## src/rtl/pm_stopclk_pkg.sv

```systemverilog
package pm_stopclk_pkg;

  localparam int unsigned N_STATE = 6;
  localparam int unsigned N_IRQ   = 3;

  localparam int unsigned IX_RUN   = 0;
  localparam int unsigned IX_HALT  = 1;
  localparam int unsigned IX_SGNT  = 2;
  localparam int unsigned IX_CSTOP = 3;
  localparam int unsigned IX_SNOOP = 4;
  localparam int unsigned IX_FLUSH = 5;

  typedef enum logic [N_STATE-1:0] {
    PM_RUN   = 6'b000001,
    PM_HALT  = 6'b000010,
    PM_SGNT  = 6'b000100,
    PM_CSTOP = 6'b001000,
    PM_SNOOP = 6'b010000,
    PM_FLUSH = 6'b100000
  } pm_state_e;

  typedef enum logic {
    CYC_HALT    = 1'b0,
    CYC_STOPGNT = 1'b1
  } pm_cyc_e;

endpackage

```

## src/rtl/pm_resume_timer.sv

```systemverilog
module pm_resume_timer #(
  parameter int unsigned DLY_W   = 5,
  parameter int unsigned MIN_DLY = 10,
  parameter int unsigned MAX_DLY = 20
) (
  input  logic             clk,
  input  logic             rst_n,
  input  logic             arm_i,
  input  logic             cancel_i,
  input  logic [DLY_W-1:0] dly_i,
  output logic             active_o,
  output logic             expire_o
);

  localparam int unsigned CNT_W = $clog2(MAX_DLY + 1);

  logic             active_q;
  logic [CNT_W-1:0] cnt_q;
  logic [CNT_W-1:0] dly_q;
  logic [CNT_W-1:0] dly_clamped;

  always_comb begin
    if (int'(dly_i) < int'(MIN_DLY)) begin
      dly_clamped = CNT_W'(MIN_DLY);
    end else if (int'(dly_i) > int'(MAX_DLY)) begin
      dly_clamped = CNT_W'(MAX_DLY);
    end else begin
      dly_clamped = CNT_W'(dly_i);
    end
  end

  assign expire_o = active_q && (cnt_q == dly_q);
  assign active_o = active_q;

  always_ff @(posedge clk or negedge rst_n) begin
    if (!rst_n) begin
      active_q <= 1'b0;
      cnt_q    <= '0;
      dly_q    <= CNT_W'(MIN_DLY);
    end else if (cancel_i) begin
      active_q <= 1'b0;
    end else if (arm_i) begin
      active_q <= 1'b1;
      cnt_q    <= CNT_W'(1);
      dly_q    <= dly_clamped;
    end else if (active_q) begin
      if (expire_o) begin
        active_q <= 1'b0;
      end else begin
        cnt_q <= cnt_q + CNT_W'(1);
      end
    end
  end

  a_r2_cnt_bound: assert property (@(posedge clk) disable iff (!rst_n)
    active_q |-> (cnt_q <= dly_q));

  a_r2_dly_window: assert property (@(posedge clk) disable iff (!rst_n)
    active_q |-> ((dly_q >= CNT_W'(MIN_DLY)) && (dly_q <= CNT_W'(MAX_DLY))));

endmodule

```

## src/rtl/pm_snoop_track.sv

```systemverilog
module pm_snoop_track (
  input  logic clk,
  input  logic rst_n,
  input  logic in_snoop_i,
  input  logic hit_mod_i,
  input  logic wb_done_i,
  input  logic abort_i,
  output logic dirty_o,
  output logic done_o
);

  logic pend_q;

  assign dirty_o = pend_q;
  assign done_o  = in_snoop_i && ((!pend_q && !hit_mod_i) || (pend_q && wb_done_i));

  always_ff @(posedge clk or negedge rst_n) begin
    if (!rst_n) begin
      pend_q <= 1'b0;
    end else if (abort_i) begin
      pend_q <= 1'b0;
    end else if (in_snoop_i && !pend_q && hit_mod_i) begin
      pend_q <= 1'b1;
    end else if (pend_q && wb_done_i) begin
      pend_q <= 1'b0;
    end
  end

  a_r7_dirty_needs_snoop: assert property (@(posedge clk) disable iff (!rst_n)
    pend_q |-> in_snoop_i);

endmodule

```

## src/rtl/pm_irq_gate.sv

```systemverilog
module pm_irq_gate #(
  parameter int unsigned N = 3
) (
  input  logic [N-1:0] raw_i,
  input  logic         recog_i,
  output logic [N-1:0] irq_o
);

  for (genvar g = 0; g < N; g++) begin : g_line
    assign irq_o[g] = raw_i[g] & recog_i;
  end

endmodule

```

## src/rtl/pm_stopclk_ctrl.sv

```systemverilog
module pm_stopclk_ctrl
  import pm_stopclk_pkg::*;
#(
  parameter int unsigned DLY_W   = 5,
  parameter int unsigned MIN_DLY = 10,
  parameter int unsigned MAX_DLY = 20
) (
  input  logic               clk,
  input  logic               rst_n,
  input  logic               stop_req_i,
  input  logic               halt_i,
  input  logic               ready_a_i,
  input  logic               ready_b_i,
  input  logic               snoop_strobe_i,
  input  logic               hit_mod_i,
  input  logic               wb_done_i,
  input  logic               flush_req_i,
  input  logic               flush_done_i,
  input  logic               maskable_irq_i,
  input  logic               nonmask_irq_i,
  input  logic               mgmt_irq_i,
  input  logic               hard_reset_i,
  input  logic               soft_reset_i,
  input  logic               clk_present_i,
  input  logic [DLY_W-1:0]   resume_dly_i,
  output logic               bus_req_o,
  output logic               bus_kind_o,
  output logic               dirty_hit_o,
  output logic [N_IRQ-1:0]   irq_o,
  output logic [N_STATE-1:0] state_o
);

  // reset: asynchronous assertion, synchronous release
  logic [1:0] rst_sync_q;
  logic       rst_int_n;

  always_ff @(posedge clk or negedge rst_n) begin
    if (!rst_n) begin
      rst_sync_q <= 2'b00;
    end else begin
      rst_sync_q <= {rst_sync_q[0], 1'b1};
    end
  end
  assign rst_int_n = rst_sync_q[1];

  pm_state_e state_q, state_d;
  pm_state_e ret_aux_q, ret_aux_d;
  logic      from_halt_q, from_halt_d;
  logic      sg_pend_q, sg_pend_d;
  logic      req_q, req_d;
  pm_cyc_e   kind_q, kind_d;

  logic tmr_arm, tmr_cancel, tmr_active, tmr_expire;
  logic snp_done, force_run, recog, irq_any;
  logic ready_any;

  assign force_run = hard_reset_i | soft_reset_i;
  assign ready_any = ready_a_i | ready_b_i;
  assign recog     = state_q[IX_RUN] | state_q[IX_HALT] | (state_q[IX_SGNT] & tmr_active);
  assign irq_any   = |irq_o;

  pm_irq_gate #(.N(N_IRQ)) u_gate (
    .raw_i   ({mgmt_irq_i, nonmask_irq_i, maskable_irq_i}),
    .recog_i (recog),
    .irq_o   (irq_o)
  );

  pm_resume_timer #(
    .DLY_W   (DLY_W),
    .MIN_DLY (MIN_DLY),
    .MAX_DLY (MAX_DLY)
  ) u_timer (
    .clk      (clk),
    .rst_n    (rst_int_n),
    .arm_i    (tmr_arm),
    .cancel_i (tmr_cancel),
    .dly_i    (resume_dly_i),
    .active_o (tmr_active),
    .expire_o (tmr_expire)
  );

  pm_snoop_track u_snoop (
    .clk        (clk),
    .rst_n      (rst_int_n),
    .in_snoop_i (state_q[IX_SNOOP]),
    .hit_mod_i  (hit_mod_i),
    .wb_done_i  (wb_done_i),
    .abort_i    (force_run),
    .dirty_o    (dirty_hit_o),
    .done_o     (snp_done)
  );

  // next-state logic
  always_comb begin
    state_d     = state_q;
    ret_aux_d   = ret_aux_q;
    from_halt_d = from_halt_q;
    sg_pend_d   = sg_pend_q;
    req_d       = 1'b0;
    kind_d      = kind_q;
    tmr_arm     = 1'b0;
    tmr_cancel  = 1'b0;

    if (force_run) begin
      state_d    = PM_RUN;
      sg_pend_d  = 1'b0;
      tmr_cancel = 1'b1;
    end else begin
      unique case (state_q)
        PM_RUN: begin
          if (sg_pend_q) begin
            if (ready_any) begin
              state_d     = PM_SGNT;
              from_halt_d = 1'b0;
              sg_pend_d   = 1'b0;
            end
          end else if (stop_req_i) begin
            sg_pend_d = 1'b1;
            req_d     = 1'b1;
            kind_d    = CYC_STOPGNT;
          end else if (flush_req_i) begin
            state_d   = PM_FLUSH;
            ret_aux_d = PM_RUN;
          end else if (halt_i) begin
            state_d = PM_HALT;
            req_d   = 1'b1;
            kind_d  = CYC_HALT;
          end
        end

        PM_HALT: begin
          if (sg_pend_q) begin
            if (ready_any) begin
              state_d     = PM_SGNT;
              from_halt_d = 1'b1;
              sg_pend_d   = 1'b0;
            end
          end else if (irq_any) begin
            state_d = PM_RUN;
          end else if (stop_req_i) begin
            sg_pend_d = 1'b1;
            req_d     = 1'b1;
            kind_d    = CYC_STOPGNT;
          end else if (snoop_strobe_i) begin
            state_d   = PM_SNOOP;
            ret_aux_d = PM_HALT;
          end else if (flush_req_i) begin
            state_d   = PM_FLUSH;
            ret_aux_d = PM_HALT;
          end
        end

        PM_SGNT: begin
          if (tmr_active) begin
            if (stop_req_i) begin
              tmr_cancel = 1'b1;
            end else if (tmr_expire) begin
              if (from_halt_q) begin
                state_d = PM_HALT;
                req_d   = 1'b1;
                kind_d  = CYC_HALT;
              end else begin
                state_d = PM_RUN;
              end
            end
          end else if (!stop_req_i) begin
            tmr_arm = 1'b1;
          end else if (!clk_present_i) begin
            state_d = PM_CSTOP;
          end else if (snoop_strobe_i) begin
            state_d   = PM_SNOOP;
            ret_aux_d = PM_SGNT;
          end
        end

        PM_CSTOP: begin
          if (clk_present_i) begin
            state_d = PM_SGNT;
          end
        end

        PM_SNOOP: begin
          if (snp_done) begin
            state_d = ret_aux_q;
          end
        end

        PM_FLUSH: begin
          if (flush_done_i) begin
            state_d = ret_aux_q;
            if (ret_aux_q == PM_HALT) begin
              req_d  = 1'b1;
              kind_d = CYC_HALT;
            end
          end
        end

        default: begin
          state_d = PM_RUN;
        end
      endcase
    end
  end

  // state registers
  always_ff @(posedge clk or negedge rst_int_n) begin
    if (!rst_int_n) begin
      state_q     <= PM_RUN;
      ret_aux_q   <= PM_RUN;
      from_halt_q <= 1'b0;
      sg_pend_q   <= 1'b0;
      req_q       <= 1'b0;
      kind_q      <= CYC_HALT;
    end else begin
      state_q     <= state_d;
      ret_aux_q   <= ret_aux_d;
      from_halt_q <= from_halt_d;
      sg_pend_q   <= sg_pend_d;
      req_q       <= req_d;
      kind_q      <= kind_d;
    end
  end

  assign bus_req_o  = req_q;
  assign bus_kind_o = kind_q;
  assign state_o    = state_q;

  a_r11_one_hot: assert property (@(posedge clk) disable iff (!rst_int_n)
    $countones(state_q) == 1);

  a_r1_grant_after_ready: assert property (@(posedge clk) disable iff (!rst_int_n)
    ($rose(state_q[IX_SGNT]) && $past(state_q[IX_RUN] | state_q[IX_HALT]))
      |-> $past(ready_a_i | ready_b_i));

  a_r3_quiet_clock_return: assert property (@(posedge clk) disable iff (!rst_int_n)
    ($past(state_q[IX_CSTOP]) && state_q[IX_SGNT]) |-> !bus_req_o);

  a_r7_quiet_snoop_return: assert property (@(posedge clk) disable iff (!rst_int_n)
    $fell(state_q[IX_SNOOP]) |-> !bus_req_o);

  a_r8_masked_states: assert property (@(posedge clk) disable iff (!rst_int_n)
    (state_q[IX_CSTOP] | state_q[IX_SNOOP]) |-> (irq_o == '0));

  a_r9_reset_to_run: assert property (@(posedge clk) disable iff (!rst_int_n)
    (hard_reset_i | soft_reset_i) |=> state_q[IX_RUN]);

  a_r10_flush_source: assert property (@(posedge clk) disable iff (!rst_int_n)
    $rose(state_q[IX_FLUSH]) |-> $past(state_q[IX_RUN] | state_q[IX_HALT]));

endmodule

```

## config.mk

```make
export PLATFORM = sky130hd
export DESIGN_NAME = pm_stopclk_ctrl
export DESIGN_NICKNAME = d
export VERILOG_FILES = /design/src/rtl/pm_stopclk_pkg.sv /design/src/rtl/pm_resume_timer.sv /design/src/rtl/pm_snoop_track.sv /design/src/rtl/pm_irq_gate.sv /design/src/rtl/pm_stopclk_ctrl.sv
export SDC_FILE = /design/constraint.sdc
export NUM_CORES = 1
export LEC_CHECK = 0
export ABC_AREA = 1
export BUFFER_PORTS_ARGS = -buffer_cell sky130_fd_sc_hd__buf_2
export CAP_MARGIN = 40
export CORE_UTILIZATION = 56
export DETAILED_ROUTE_END_ITERATION = 7
export GPL_ROUTABILITY_DRIVEN = 0
export GPL_TIMING_DRIVEN = 1
export PLACE_DENSITY = 0.77
export SKIP_LAST_GASP = 1
export SLEW_MARGIN = 40
export SYNTH_ARGS = -nofsm -noshare
export SYNTH_HDL_FRONTEND = slang
export SYNTH_SLANG_ARGS = --single-unit
```

## constraint.sdc

```tcl
create_clock -name clk -period 1.16 [get_ports clk]
set_input_delay 0.116 -clock clk [delete_from_list [all_inputs] [get_ports clk]]
set_output_delay 0.116 -clock clk [all_outputs]
set_load 0.005 [all_outputs]
```

==> results of run 1 <==
## logic make-up after synthesis
group	share of synthesized area [%]
simple gates	37.1
compound gates	16.7
buf+inv	10.2
flops	33.4
xor+xnor	1.72
fa+ha+maj	0.613
other cells	0.184
## synthesized netlist by cell type
cell       count  area [um^2]
nand3_4        1         17.5
o21ai_2        5         43.8
dfstp_2        4          105
buf_6          2         22.5
nand2_2        7         43.8
o21bai_4       1         18.8
a21oi_1       11         55.1
inv_2          4         15.0
nor2_4         5         56.3
buf_2          1         5.00
nand2_1       62          233
nand4_1        8         50.1
clkinv_4       1         8.76
o2111ai_1      1         8.76
nor2_2         4         25.0
o31ai_1        1         7.51
o21ai_1        5         25.0
nor3_2         1         10.0
inv_1         40          150
a31oi_1        3         18.8
nor3b_1        1         7.51
a211oi_1       1         7.51
or3_1          1         6.26
o22ai_1        3         18.8
xor2_1         3         26.3
nand2_4        2         22.5
xnor2_1        1         8.76
nand3_2        2         20.0
nor3_1         4         20.0
nand2_8        1         20.0
o21ai_0       24          120
ha_1           1         12.5
a21oi_2        2         17.5
or2_1          1         6.26
conb_1         1         3.75
buf_4          1         7.51
dfrtp_1       23          576
nand3_1       23          115
nor2_1        26         97.6
and3_1         1         6.26
## stage by stage
stage               worst slack [ps]  instance area (um^2)  instances
floorplan                       -435                  2060        289
CTS                             -541                  3100        458
global placement                -517                  2770        434
detailed placement              -564                  2770        434
## timing repair
| action | 4_1_cts |
|---|---|
| resized for setup | 43 |
| hold buffers | 3 |
| pin swaps | 13 |
| endpoints found under the setup margin | 30 |
| hold endpoints to repair | 4 |
| buffers inserted | 17 |
==> results.py, run 1 <==
metrics = {
    "cts": {
        "htreeDepth": 1,
        "clock-sinks": 27,
        "cts_buffers": 3,
        "clk_path_buf_depth": 2,
        "clock-root-buffer": "clkbuf_4",
    },
    "synth": {
        "synth_warnings": 0,
        "syn_inst": 289,
        "synth-seq-cells": 27,
        "synth_cell_types": 40,
        "syn_area_um2": 2040,
        "ys_seq_area_share_pct": 33.4,
        "synth.avg_cell_area_um2": 7.06,
        "synth.net_count": 312,
    },
    "timing": {
        "postGrtWorstEndpoint": "state_o[4]$_DFFE_PN0P_/D",
        "worstEpCategory": "register data pin",
    },
    "outcome": {
        "status": "aborted with a tool error",
        "tool.error": "[ERROR DPL-0038] Utilization greater than 100%, impossible to legalize",
        "lastStage": "5_1_grt",
    },
    "floorplan": {
        "die_w_um": 62.4,
        "num_rows": 21,
        "start_util_pct": 59.7,
        "die_h_um": 62.4,
        "io_pins": 34,
    },
    "place": {
        "post-dp-hpwl_um": 4790,
        "portBuffers": 33,
    },
    "global_route": {
        "grt_max_degree": 26,
    },
}
==> run 2, diff against run 1 <==
--- a/config.mk
+++ b/config.mk
@@ -8,11 +8,11 @@
 export ABC_AREA = 1
 export BUFFER_PORTS_ARGS = -buffer_cell sky130_fd_sc_hd__buf_2
 export CAP_MARGIN = 40
-export CORE_UTILIZATION = 56
+export CORE_UTILIZATION = 40
 export DETAILED_ROUTE_END_ITERATION = 7
 export GPL_ROUTABILITY_DRIVEN = 0
 export GPL_TIMING_DRIVEN = 1
-export PLACE_DENSITY = 0.77
+export PLACE_DENSITY_LB_ADDON = 0.15
 export SKIP_LAST_GASP = 1
 export SLEW_MARGIN = 40
 export SYNTH_ARGS = -nofsm -noshare
==> results.py, run 2 <==
metrics = {
    "floorplan": {
        "core_area_um2": 4820,
        "num_rows": 25,
        "io_pins": 34,
        "die_w_um": 73.4,
        "start_util_pct": 42.3,
        "dieArea_um2": 5390,
        "die_h_um": 73.4,
    },
    "routing": {
        "drc": 0,
        "wire_per_inst_um": 13.9,
        "vias_per_cell": 5.04,
        "drt_iter0_drc": 226,
        "ant_nets": 0,
        "vias": 2418,
        "wirelength_um": 6660,
        "drt_first_pass_iters": 7,
    },
    "pwr": {
        "power.switching_w": 0.00131,
        "p_seq_share_pct": 34.6,
        "swShare_pct": 37.9,
        "intPower_w": 0.00214,
        "leakagePower_nw": 1.64,
        "pwr-share-clk_pct": 16.4,
        "powerDensity_nw_per_um2": 1070,
        "comb_power_share_pct": 49.0,
        "vdd_ir_drop_max_mv": 0.737,
    },
    "outcome": {
        "violations": "setup timing",
        "status": "finished, violations left",
    },
    "synth": {
        "muxShareOfSynthArea_pct": 0,
        "synth_top_area_cell": "dfrtp_1",
        "synthTopCellsByCount": "62 x nand2_1, 40 x inv_1, 26 x nor2_1",
        "synth-compound-area-share_pct": 16.7,
        "synth_cell_types": 40,
        "synth_warnings": 0,
        "yosys.area_share.simple_pct": 37.1,
        "synth-seq-cells": 27,
        "synth.avg_cell_area_um2": 7.06,
        "async_flop_share_pct": 100,
        "yosys.cell_count.top_type": "nand2_1",
        "synth_fa_ha_area_share_pct": 0.613,
        "synth_area_leaders": "dfrtp_1 28%, nand2_1 11%, inv_1 7.4%",
        "syn_area_um2": 2040,
        "synth-edff-count": 0,
        "synth_top_family_by_area": "simple AND/OR/NAND/NOR gates",
        "syn_inst": 289,
        "synth-xor-area-share_pct": 1.72,
        "synth.net_count": 312,
        "ys.flop_type": "dfrtp_1",
        "ys_seq_area_share_pct": 33.4,
        "synth_top_cell_area_share_pct": 28.2,
    },
    "worst_hold_path": {
        "min_from": "resume_dly_i[4]",
        "hp-class": "in2reg",
        "hold_end": "u_timer.dly_q[3]",
        "whs_path_depth": 2,
    },
    "timing": {
        "max_freq_mhz": 558,
        "drv_slew": 0,
        "min_period_ps": 1790,
        "clock_skew_ps": 5.62,
        "fin_ws_ps": -633,
        "setup_viol": 30,
        "hold_slack_ps": 11.0,
        "grt_setup_unrepaired": "yes",
        "final.period_utilization_pct": 155,
        "tns_ps": -13340,
        "final_hold_viol_count": 0,
    },
    "finish": {
        "final_cell_mix": "75 x buf_4, 49 x nand2_1, 33 x inv_1",
        "utilization_pct": 66.8,
        "largest_register_ff_count": 6,
        "num-fill-cells": 422,
        "areaGrowthSynthToFinish_pct": 57.7,
        "layout-drive-gt1-share_pct": 50.4,
        "final_cells": 480,
        "antenna_cells_inserted": 0,
        "final_common_cell": "buf_4",
        "nets": 437,
    },
    "setup_path": {
        "rrSetupSlack_ps": -630,
        "crit_fanout": 5,
        "r2r-start": "state_o[0]",
        "critPathRequiredTime_ps": 1370,
        "start_kind": "flip-flop",
        "cp.arrival_ps": 2010,
        "r2r-end": "bus_req_o",
        "rr_worst_depth": 9,
        "cp-end-kind": "flip-flop",
        "path_class": "reg2reg",
    },
    "cts": {
        "insertion_delay_ps": 280,
        "clkTransAtPathRegs_ps": 100,
        "clk_path_buf_depth": 2,
        "cts_tree": "done",
        "clock-sinks": 27,
        "cts_buffers": 3,
        "htreeDepth": 1,
        "clock-root-buffer": "clkbuf_8",
    },
    "place": {
        "post-dp-hpwl_um": 4860,
        "portBuffers": 33,
        "pre_cts_slack_ps": -604,
        "dpl.cell_count": 456,
    },
    "global_route": {
        "antenna_found_initial": 0,
        "grt_pass1_wl_um": 9920,
        "grt_pass1_vias": 2143,
        "grt_max_degree": 19,
        "overflow": 0,
        "grt.total_usage_pct": 24.6,
    },
    "run": {
        "maxCapViolations": 0,
    },
}
-- run 2: cell counts after synthesis --
No cell type changed its count.
-- run 2: logic make-up (layout without fill, tap and decap cells) --
kind of cell	count (synthesis)	count (layout)
AO/OA/AOI/OAI	57	57
XOR/XNOR	4	4
adder cells (fa/ha/maj)	1	1
buffers and inverters	49	172
flip-flops	27	27
other	1	1
AND/OR/NAND/NOR	150	151
-- run 2: repair_timing --
action / in CTS / in global routing
gates cloned: 1 / 0
resized for setup: 21 / 40
buffers inserted: 8 / 10
pin swaps: 10 / 21
endpoints found under the hold margin: 2 / 0
setup endpoints to repair: 27 / 30
hold buffers: 1 / 0
-- run 2: worst max path at each step --
stage,from,endpoint,slack [ps]
6_report,state_o[0],bus_req_o,-630
5_1_grt,state_o[0],state_o[4],-710
4_1_cts,state_o[5],state_o[0],-520
3_5_place_dp,state_o[0],u_timer.cnt_q[1],-600
3_3_place_gp,state_o[0],ret_aux_q[1],-580
2_1_floorplan,state_o[0],ret_aux_q[1],-440
-- run 2: through the flow --
stage	cell area (um^2)	power (W)
global placement	2820	0.00256
detailed placement	2820	0.00257
finish	3220	0.00344
floorplan	2060	0.00192
CTS	3000	0.00323
global route	3220	0.00365
-- run 2: area by class of cell --
class / instances / area (um^2) / area share (%)
multi-input cells: 214 / 1310 / 40.7
repair buffers: 123 / 911 / 28.3
clock buffers: 3 / 41.3 / 1.28
clock inverters: 1 / 5.00 / 0.156
inverters: 45 / 179 / 5.56
flip-flops and latches: 27 / 686 / 21.3
well taps: 67 / 83.8 / 2.61
-- run 2: power groups by stage --
stage / Sequential [W] / Clock, W / Combinational (W)
after global placement: 0.00120 / 0 / 0.00136
after CTS: 0.00118 / 0.000577 / 0.00147
after global routing: 0.00120 / 0.000608 / 0.00184
final: 0.00119 / 0.000564 / 0.00169
after detailed placement: 0.00120 / 0 / 0.00137
after floorplan: 0.00120 / 0 / 0.000716
-- run 2: layer usage --
layer / wire length [um] / GRT usage (%) / up-vias
li1: - / - / 1194
met1: 3040 / 35.2 / 1110
met2: 2980 / 38.3 / 96
met3: 448 / 2.88 / 18
met4: 184 / 8.76 / 0
met5: 0 / 0 / -
-- run 2: critical path: stages (launching register included) --
cell and delay [ps]:
dfstp_2 620, buf_4 140, inv_1 40, nor2_1 100, nand4_1 150, buf_4 170, buf_4 120, o22ai_1 140
nor2_1 70, a21oi_2 160
No activity file was read; power rests on OpenSTA's default activity.
